**src/rtl/fc_pkg.sv**
```systemverilog
package fc_pkg;
    localparam int unsigned LEN_W  = 2;
    localparam int unsigned N_CHAR = 4;

    typedef enum logic [1:0] {
        FC_OFF    = 2'd0,
        FC_SINGLE = 2'd1,
        FC_DOUBLE = 2'd2,
        FC_RSVD   = 2'd3
    } fc_mode_e;

    // register select / hit vector index
    localparam int unsigned IDX_ON1  = 0;
    localparam int unsigned IDX_ON2  = 1;
    localparam int unsigned IDX_OFF1 = 2;
    localparam int unsigned IDX_OFF2 = 3;
endpackage

```
**src/rtl/fc_char_regs.sv**
```systemverilog
module fc_char_regs
    import fc_pkg::*;
#(
    parameter int unsigned DATA_W = 8
) (
    input  logic                          clk,
    input  logic                          rst_n,
    input  logic                          we,
    input  logic [$clog2(N_CHAR)-1:0]     sel,
    input  logic [DATA_W-1:0]             wdata,
    output logic [N_CHAR-1:0][DATA_W-1:0] chars
);
    typedef struct packed {
        logic [N_CHAR-1:0][DATA_W-1:0] chr;
    } regs_t;

    regs_t st_d, st_q;

    always_comb begin
        st_d = st_q;
        if (we) begin
            st_d.chr[sel] = wdata;
        end
    end

    always_ff @(posedge clk or negedge rst_n) begin
        if (!rst_n) begin
            st_q <= '0;
        end else begin
            st_q <= st_d;
        end
    end

    assign chars = st_q.chr;
endmodule

```
**src/rtl/fc_char_cmp.sv**
```systemverilog
module fc_char_cmp
    import fc_pkg::*;
#(
    parameter int unsigned DATA_W = 8
) (
    input  logic [DATA_W-1:0]             rx_data,
    input  logic [LEN_W-1:0]              word_len,
    input  logic [N_CHAR-1:0][DATA_W-1:0] chars,
    output logic [DATA_W-1:0]             rx_masked,
    output logic [N_CHAR-1:0]             hit
);
    localparam int MIN_W = int'(DATA_W) - (1 << LEN_W) + 1;

    logic [DATA_W-1:0] mask;

    always_comb begin
        for (int i = 0; i < int'(DATA_W); i++) begin
            mask[i] = (i < MIN_W + int'(word_len));
        end
    end

    assign rx_masked = rx_data & mask;

    for (genvar g = 0; g < N_CHAR; g++) begin : g_hit
        assign hit[g] = ((chars[g] & mask) == rx_masked);
    end
endmodule

```
**src/rtl/fc_pause_ctrl.sv**
```systemverilog
module fc_pause_ctrl (
    input  logic clk,
    input  logic rst_n,
    input  logic suspend_next,
    input  logic suspend_q,
    input  logic tx_busy,
    input  logic tx_char_done,
    output logic tx_pause
);
    typedef struct packed {
        logic pause;
    } pause_t;

    pause_t st_d, st_q;

    always_comb begin
        st_d = st_q;
        if (!suspend_next) begin
            st_d.pause = 1'b0;
        end else if (tx_char_done || !tx_busy) begin
            st_d.pause = 1'b1;
        end
    end

    always_ff @(posedge clk or negedge rst_n) begin
        if (!rst_n) begin
            st_q <= '0;
        end else begin
            st_q <= st_d;
        end
    end

    assign tx_pause = st_q.pause;

    assert_pause_needs_suspend_R5: assert property (@(posedge clk) disable iff (!rst_n)
        tx_pause |-> suspend_q);

    assert_pause_at_boundary_R5: assert property (@(posedge clk) disable iff (!rst_n)
        $rose(tx_pause) |-> $past(tx_char_done || !tx_busy));
endmodule

```
**src/rtl/fc_rx_flow_detect.sv**
```systemverilog
module fc_rx_flow_detect
    import fc_pkg::*;
#(
    parameter int unsigned DATA_W = 8
) (
    input  logic              clk,
    input  logic              rst_n,
    input  logic              cfg_we,
    input  logic [1:0]        cfg_sel,
    input  logic [DATA_W-1:0] cfg_wdata,
    input  logic [1:0]        fc_mode,
    input  logic [1:0]        word_len,
    input  logic              spec_en,
    input  logic              irq_en,
    input  logic              flag_clr,
    input  logic              rx_valid,
    input  logic [DATA_W-1:0] rx_data,
    input  logic              tx_busy,
    input  logic              tx_char_done,
    output logic              fifo_we,
    output logic [DATA_W-1:0] fifo_data,
    output logic              tx_pause,
    output logic              fc_flag,
    output logic              irq
);
    typedef struct packed {
        logic              held;
        logic              held_off;
        logic              held_on;
        logic [DATA_W-1:0] held_data;
        logic              pend;
        logic [DATA_W-1:0] pend_data;
        logic              fifo_we;
        logic [DATA_W-1:0] fifo_data;
        logic              suspend;
        logic              flag;
    } det_t;

    det_t st_d, st_q;

    logic [N_CHAR-1:0][DATA_W-1:0] chars;
    logic [DATA_W-1:0]             rx_m;
    logic [N_CHAR-1:0]             hit;
    fc_mode_e                      mode;
    logic                          xoff_evt, xon_evt, spec_evt, pass_chr;

    assign mode = fc_mode_e'(fc_mode);

    fc_char_regs #(.DATA_W(DATA_W)) u_regs (
        .clk   (clk),
        .rst_n (rst_n),
        .we    (cfg_we),
        .sel   (cfg_sel),
        .wdata (cfg_wdata),
        .chars (chars)
    );

    fc_char_cmp #(.DATA_W(DATA_W)) u_cmp (
        .rx_data   (rx_data),
        .word_len  (word_len),
        .chars     (chars),
        .rx_masked (rx_m),
        .hit       (hit)
    );

    always_comb begin
        st_d         = st_q;
        st_d.fifo_we = 1'b0;
        xoff_evt     = 1'b0;
        xon_evt      = 1'b0;
        spec_evt     = 1'b0;
        pass_chr     = 1'b0;

        // second write of a flushed pair
        if (st_q.pend) begin
            st_d.fifo_we   = 1'b1;
            st_d.fifo_data = st_q.pend_data;
            st_d.pend      = 1'b0;
        end

        if (mode != FC_DOUBLE) begin
            st_d.held = 1'b0;
        end

        if (rx_valid) begin
            unique case (mode)
                FC_SINGLE: begin
                    if (hit[IDX_OFF1]) begin
                        xoff_evt = 1'b1;
                    end else if (hit[IDX_ON1]) begin
                        xon_evt = 1'b1;
                    end else begin
                        pass_chr = 1'b1;
                    end
                end
                FC_DOUBLE: begin
                    if (st_q.held) begin
                        st_d.held = 1'b0;
                        if (st_q.held_off && hit[IDX_OFF2]) begin
                            xoff_evt = 1'b1;
                        end else if (st_q.held_on && hit[IDX_ON2]) begin
                            xon_evt = 1'b1;
                        end else begin
                            st_d.fifo_we   = 1'b1;
                            st_d.fifo_data = st_q.held_data;
                            st_d.pend      = 1'b1;
                            st_d.pend_data = rx_m;
                            spec_evt       = spec_en && hit[IDX_OFF2];
                        end
                    end else if (hit[IDX_OFF1] || hit[IDX_ON1]) begin
                        st_d.held      = 1'b1;
                        st_d.held_off  = hit[IDX_OFF1];
                        st_d.held_on   = hit[IDX_ON1];
                        st_d.held_data = rx_m;
                    end else begin
                        pass_chr = 1'b1;
                    end
                end
                default: begin
                    pass_chr = 1'b1;
                end
            endcase

            if (pass_chr) begin
                st_d.fifo_we   = 1'b1;
                st_d.fifo_data = rx_m;
                spec_evt       = spec_en && hit[IDX_OFF2];
            end
        end

        if (xoff_evt) begin
            st_d.suspend = 1'b1;
        end else if (xon_evt) begin
            st_d.suspend = 1'b0;
        end

        if (xoff_evt || spec_evt) begin
            st_d.flag = 1'b1;
        end else if (xon_evt || flag_clr) begin
            st_d.flag = 1'b0;
        end
    end

    always_ff @(posedge clk or negedge rst_n) begin
        if (!rst_n) begin
            st_q <= '0;
        end else begin
            st_q <= st_d;
        end
    end

    fc_pause_ctrl u_pause (
        .clk          (clk),
        .rst_n        (rst_n),
        .suspend_next (st_d.suspend),
        .suspend_q    (st_q.suspend),
        .tx_busy      (tx_busy),
        .tx_char_done (tx_char_done),
        .tx_pause     (tx_pause)
    );

    assign fifo_we   = st_q.fifo_we;
    assign fifo_data = st_q.fifo_data;
    assign fc_flag   = st_q.flag;
    assign irq       = st_q.flag & irq_en;

    assert_off_mode_forwards_R1: assert property (@(posedge clk) disable iff (!rst_n)
        (rx_valid && (mode == FC_OFF) && !st_q.pend) |=>
            (fifo_we && (fifo_data == $past(rx_m))));

    assert_single_swallow_R2: assert property (@(posedge clk) disable iff (!rst_n)
        (rx_valid && (mode == FC_SINGLE) && (hit[IDX_OFF1] || hit[IDX_ON1]) && !st_q.pend)
            |=> !fifo_we);

    assert_pair_pause_R3: assert property (@(posedge clk) disable iff (!rst_n)
        (rx_valid && (mode == FC_DOUBLE) && st_q.held && st_q.held_off && hit[IDX_OFF2])
            |=> (st_q.suspend && !fifo_we));

    assert_flush_first_R4: assert property (@(posedge clk) disable iff (!rst_n)
        (rx_valid && (mode == FC_DOUBLE) && st_q.held
            && !(st_q.held_off && hit[IDX_OFF2]) && !(st_q.held_on && hit[IDX_ON2]))
            |=> (fifo_we && (fifo_data == $past(st_q.held_data))));

    assert_resume_drops_pause_R6: assert property (@(posedge clk) disable iff (!rst_n)
        (xon_evt && !xoff_evt) |=> (!tx_pause && !fc_flag));

    assert_pause_sets_flag_R7: assert property (@(posedge clk) disable iff (!rst_n)
        xoff_evt |=> fc_flag);

    assert_pair_beats_special_R10: assert property (@(posedge clk) disable iff (!rst_n)
        (rx_valid && spec_en && (mode == FC_DOUBLE) && st_q.held && st_q.held_off
            && hit[IDX_OFF2]) |=> !fifo_we);
endmodule

```
**config.mk**
```make
export PLATFORM = sky130hd
export DESIGN_NAME = fc_rx_flow_detect
export DESIGN_NICKNAME = d
export VERILOG_FILES = /design/src/rtl/fc_pkg.sv /design/src/rtl/fc_char_regs.sv /design/src/rtl/fc_char_cmp.sv /design/src/rtl/fc_pause_ctrl.sv /design/src/rtl/fc_rx_flow_detect.sv
export SDC_FILE = /design/constraint.sdc
export NUM_CORES = 1
export LEC_CHECK = 0
export ABC_AREA = 1
export BUFFER_PORTS_ARGS = -buffer_cell sky130_fd_sc_hd__buf_2
export CAP_MARGIN = 20
export CORE_UTILIZATION = 50
export DETAILED_ROUTE_END_ITERATION = 12
export PLACE_DENSITY = 0.69
export RECOVER_POWER = 25
export SLEW_MARGIN = 10
export SYNTH_ARGS = -nofsm -noshare
export SYNTH_HDL_FRONTEND = slang
export SYNTH_SLANG_ARGS = --single-unit
```
**constraint.sdc**
```tcl
create_clock -name clk -period 2 [get_ports clk]
set_clock_uncertainty 0.15 [all_clocks]
set_input_delay 0.1 -clock clk [delete_from_list [all_inputs] [get_ports clk]]
set_output_delay 0.1 -clock clk [all_outputs]
set_load 0.02 [all_outputs]
```
# [Yosys cells after proc, flatten, opt, wreduce, memory -nomap -nowiden]
# Index checks and enable logic that the tools add are counted.
[word_totals] reg_bits=64 in_bits=31 output_inout_bits=12 word_cells=99
[op_classes] addsub=1 n_lt_le_gt_ge=10 eq_ne=8 muxes=44 n_bitwise=9 n_reduce_logical=12
[op_table] op="< comparator 4 x 32 -> 1 bit (first input constant)" n=4
[op_table] op="< comparator 3 x 32 -> 1 bit (first input constant)" n=2
[op_table] op="two-way mux 29 bit" n=2
[op_table] op="two-way mux 18 bit" n=3
[op_table] op="AND 8 bit" n=5
[op_table] op="bitwise mux 32 bit" n=1
[op_table] op="== test 8 bit" n=4
[op_table] op="< comparator 2 x 32 -> 1 bit (first input constant)" n=1
[op_table] op="two-way mux 1 bit" n=29
[op_table] op="two-way mux 9 bit" n=2
[op_table] op="demux 8 bit (select 2 bit)" n=1
[op_table] op="two-way mux 11 bit" n=1
[op_table] op="two-way mux 10 bit" n=1
[op_table] op="two-way mux 8 bit" n=1
[op_table] op="one-hot mux 1 bit (2 select lines)" n=3
[op_table] op="AND reduction 5 bit" n=1
[op_table] op="adder 3 x 2 -> 4 bit (first input constant)" n=1
[op_table] op="logical AND 1 bit" n=4
[op_table] op="logical OR 1 bit" n=4
[op_table] op="< comparator 1 x 4 -> 1 bit (first input constant)" n=1
[op_table] op="inequality test 2 bit (second input constant)" n=2
[op_table] op="AND reduction 4 bit" n=1
[op_table] op="< comparator 2 x 3 -> 1 bit (second input constant)" n=1
[op_table] op="NOT 1 bit" n=3
[op_table] op="6 further kinds" n=6

# [Logic depth before layout (Yosys ltp)]
[depth] word_depth=13 depth_mapped=15 ltp_nobuf=13

# [Modules after synthesis]
# A second synthesis with hierarchy kept.
[hier_totals] cells_unflattened=489 hier_area_um2=3792.4
[by_module_without_submodules] mod="fc_rx_flow_detect" n_inst=1 cells_each=209 area_each_um2=1706.6 seq_area_each_um2=775.7
[by_module_without_submodules] mod="fc_char_regs" n_inst=1 cells_each=143 area_each_um2=1436.4 seq_area_each_um2=800.8
[by_module_without_submodules] mod="fc_char_cmp" n_inst=1 cells_each=131 area_each_um2=603.1 seq_area_each_um2=0.0
[by_module_without_submodules] mod="fc_pause_ctrl" n_inst=1 cells_each=6 area_each_um2=46.3 seq_area_each_um2=25.0

# [Worst setup path before layout]
# Ideal clock, no wire load.
[synth_path] path_type="register -> register" from="reg u_regs.st_q, in the netlist u_regs.chars[29]" to="reg u_pause.st_q (netlist: u_pause.tx_pause)" setup_time_ns=0.073 arrival_ns=1.368 required_ns=1.777 setup_slack_ns=0.409 path_stages_with_launch=10 n_path_buf=1 synth_period_minus_slack_ns=1.591 path_cell_list="dfrtp_1 -> or2_1 -> nand3_2 -> nand2_2 -> nor2_4 -> nand3_4 -> buf_6 -> o22ai_1 -> nand2_1 -> a21oi_2"
[synth_via] elab_chain_len=10 word_cells_on_any_way=15 cone_classes="eq/ne (2); mux (11); bitwise (1); reduce/logical (1)"
[synth_rtl] item="start, declared" line="fc_char_regs.sv:17" rtl="regs_t st_d, st_q;"
[synth_rtl] item="start signal, assigned" line="fc_char_regs.sv:30" rtl="st_q <= st_d;"
[synth_rtl] item="AND 8 bit (*)" line="fc_char_cmp.sv:25" rtl="assign hit[g] = ((chars[g] & mask) == rx_masked);"
[synth_rtl] item="== test 8 bit (*)" line="fc_char_cmp.sv:25"
[synth_rtl] item="logical AND 1 bit (*)" line="fc_rx_flow_detect.sv:99" rtl="if (st_q.held_off && hit[IDX_OFF2]) begin"
[synth_rtl] item="two-way mux 1 bit" line="fc_rx_flow_detect.sv:99"
[synth_rtl] item="two-way mux 1 bit" line="fc_rx_flow_detect.sv:97" rtl="if (st_q.held) begin"
[synth_rtl] item="one-hot mux 1 bit (2 select lines)" line="fc_rx_flow_detect.sv:86" rtl="unique case (mode)"
[synth_rtl] item="two-way mux 1 bit" line="fc_rx_flow_detect.sv:85" rtl="if (rx_valid) begin"
[synth_rtl] item="two-way mux 1 bit" line="fc_rx_flow_detect.sv:133" rtl="end else if (xon_evt) begin"
[synth_rtl] item="two-way mux 1 bit (*)" line="fc_rx_flow_detect.sv:131" rtl="if (xoff_evt) begin"
[synth_rtl] item="inequality test 2 bit (no line) or two-way mux 1 bit (tied branches)"
[synth_rtl] item="end signal, assigned" line="fc_pause_ctrl.sv:29" rtl="st_q <= st_d;"
[synth_rtl] item="end, declared" line="fc_pause_ctrl.sv:14" rtl="pause_t st_d, st_q;"
# Every way passes the cells marked *; elsewhere a longest branch is shown, timed or not.
# A chain may end at the register's enable or synchronous reset.

==> impl_metrics.toml <==
[power]
clkPwrFrac = 0.324
pwr-share-seq = 0.467
power_frac_comb = 0.209
power.leakage_nw = 2.22
swShare = 0.300
powerDensity_mw_per_mm2 = 784
power.internal_mw = 2.36
p_switching_mw = 1.01
p_total_mw = 3.38
max-vdd-ir-drop_uv = 460

[logic_synthesis]
syn_area_mm2 = 0.00359
yosysTopAreaCellShare = 0.446
seq_area_frac_synth = 0.446
syn_area_per_cell_um2 = 7.92
yosys_warnings = 0
ys_ff_latch = 64
synth_cells = 454
synth_nets = 487
yosysUniqueCellTypes = 37
yosys.area.top_type = "dfrtp_1"
synthTopCellsByArea = "dfrtp_1 45%, nand2_1 16%, o21ai_0 4.6%"

[clock_tree]
htreeDepth = 3
max-clock-path-buffers = 2
cts_tree = "built"
cts_root_buf = "clkbuf_8"
path_clk_slew_ns = 0.07
numCtsBuffers = 9
insertion_delay_ns = 0.35
cts_sinks = 64

[finish]
fillers = 624
final_cell_mix = "151 x nand2_1, 64 x dfrtp_1, 40 x buf_2"
layout-drive-gt1-share = 0.228
final_common_cell = "nand2_1"
nets = 550
multi_input_area_mm2 = 0.00165
diodes = 0
regArea_mm2 = 0.00160
area_growth_pct = 19.8

[placed_design]
dp_hpwl_um = 5580
port_buffers = 42
routabilityCongestion = 0.825

[critical_path]
path_max_fanout = 12
worstPathArrival_ns = 1.96
crit_path_start_kind = "primary input"
end_kind = "register"
crit_required_ns = 2.08
crit_type = "in2reg"
r2r_cells = 10

[worst_hold_path]
hp-class = "in2reg"
hold_depth = 3

[detailed_routing]
via_per_inst = 4.93
ant_nets = 0
wl_per_cell_um = 12.9
routed_wl_um = 7960
drt_iter0_drc = 144
post-route-drc-count = 0
vias = 3043
drtPass1Iterations = 4

[grt]
grt_overflow_total = 0
grt_max_degree = 65
grt_pass1_wl_um = 13400
met1_usage = 0.308
grt_util_met3 = 0.0514
busiest_layer = "met2"
antenna_found_initial = 0
grt_pass1_vias = 2807
grt_util_met2 = 0.384
groute.usage.overall = 0.236

[sta]
period_share = 0.943
relSlewSlack = 0.420
timing.fmax_mhz = 530
setup_viol = 0
worstMarginPinSlew_ns = 0.870
slew_violations = 0
period_needed_ns = 1.89
hold_viol = 0
setup_tns_ns = 0
rsz0062_at_grt = "false"

[floorplan]
dieHeight_um = 86.8
coreArea_mm2 = 0.00687
initial_core_util = 0.523
pin_count = 43
rows = 30
die-width_um = 86.8
die-area_mm2 = 0.00753

[run]
cap_violations = 0

[status]
outcome = "finished clean"
[stage by stage]
step / utilization / setup slack [ns] / instance area (µm²) / cells / hold slack (ns)
2_1_floorplan: - / 0.409 / 3590 / 454 / -0.346
3_3_place_gp: 0.554 / 0.110 / 3800 / 572 / -0.00846
3_5_place_dp: 0.554 / 0.0603 / 3800 / 572 / -0.00764
4_1_cts: 0.614 / 0.0191 / 4220 / 610 / 0.00676
5_1_grt: 0.627 / 0.000333 / 4310 / 617 / 0.0145
6_report: 0.627 / 0.115 / 4310 / 617 / 0.0115
[critical path, stage by stage]
cell	delay, ns
dlygate4sd3_1	0.54
buf_4	0.17
or2_1	0.23
nand3_2	0.07
nand2_2	0.06
nor2_4	0.14
nand3_4	0.19
nand4_4	0.13
nand2_1	0.10
or2_1	0.22
[registers in the layout, summed over array words and instances (netlist names)]
name and flops:
fifo_we 1, fifo_data 8, fc_flag 1, u_pause.tx_pause 1, st_q 21, u_regs.chars 32
[cells in the mapped netlist]
| cell | number |
|---|---|
| mux2_2 | 8 |
| nor3b_1 | 1 |
| nand3_2 | 3 |
| o21ai_1 | 13 |
| buf_4 | 11 |
| or2_0 | 1 |
| nor2_4 | 1 |
| o21ai_0 | 33 |
| nand2_4 | 2 |
| clkbuf_1 | 5 |
| nand2_2 | 4 |
| buf_2 | 5 |
| and3_2 | 1 |
| dfrtp_1 | 64 |
| nor2_1 | 21 |
| a21oi_2 | 1 |
| inv_2 | 12 |
| inv_4 | 1 |
| xor2_1 | 2 |
| nand3b_1 | 1 |
| nand3_1 | 24 |
| o22ai_1 | 1 |
| nor2_2 | 2 |
| a21boi_1 | 1 |
| nand2_1 | 154 |
| buf_6 | 4 |
| xnor2_4 | 1 |
| a21oi_1 | 1 |
| xnor2_1 | 11 |
| or2_1 | 2 |
| nand4_4 | 2 |
| nand3_4 | 1 |
| inv_1 | 39 |
| ha_1 | 2 |
| nand4_1 | 11 |
| clkinv_1 | 2 |
| o21ai_2 | 6 |
[per-layer routing]
metal  vias to the layer above  wire length (µm)
met1                      1422              3800
met4                         0               178
met2                        53              3760
li1                       1552                 -
met5                         -                 0
met3                        16               223
[worst paths after layout]
kind / start / end / slack (ns)
max in group asynchronous: rst_n / u_regs.chars[23]$_DFFE_PN0P_ / 0.76
min in group asynchronous: rst_n / fifo_data[5]$_DFF_PN0_ / 0.37
worst max-delay path: rx_data[5] / fifo_we$_DFF_PN0_ / 0.11
worst min-delay path: rx_data[4] / st_q[15]$_DFFE_PN0P_ / 0.01
worst min register to register: st_q[1]$_DFF_PN0_ / st_q[1]$_DFF_PN0_ / 0.33
worst max register to register: u_regs.chars[7]$_DFFE_PN0P_ / fifo_we$_DFF_PN0_ / 0.15
[area by class of cell]
class	count	share of cell area
clock buffer	11	0.0328
clock inverter	4	0.0105
inverter	54	0.0476
multi-input combinational	311	0.382
sequential	64	0.372
tap	96	0.0279
timing repair buffer	77	0.127
[power by group through the flow]
stage | clock (mW) | combinational (mW) | sequential (mW)
2_1_floorplan | 0 | 0.512 | 1.57
3_5_place_dp | 0 | 0.651 | 1.60
3_3_place_gp | 0 | 0.634 | 1.59
6_report | 1.10 | 0.706 | 1.58
5_1_grt | 1.16 | 0.805 | 1.59
4_1_cts | 1.11 | 0.687 | 1.58
[logic make-up after synthesis]
family | share of synthesized area
xor gates and xnor gates | 0.0393
muxes | 0.0251
and+or+nand+nor | 0.292
buffers and inverters | 0.105
adders and majority gates | 0.00696
DFF | 0.446
AOI/OAI and AO/OA | 0.0864
[timing repair]
item                       CTS  global route
hold endpoints to repair   117             0
hold buffers                23             0
resized for setup            0            11
buffers inserted             0             7
setup endpoints to repair    0            26
Power figures use the tool's default switching activity.
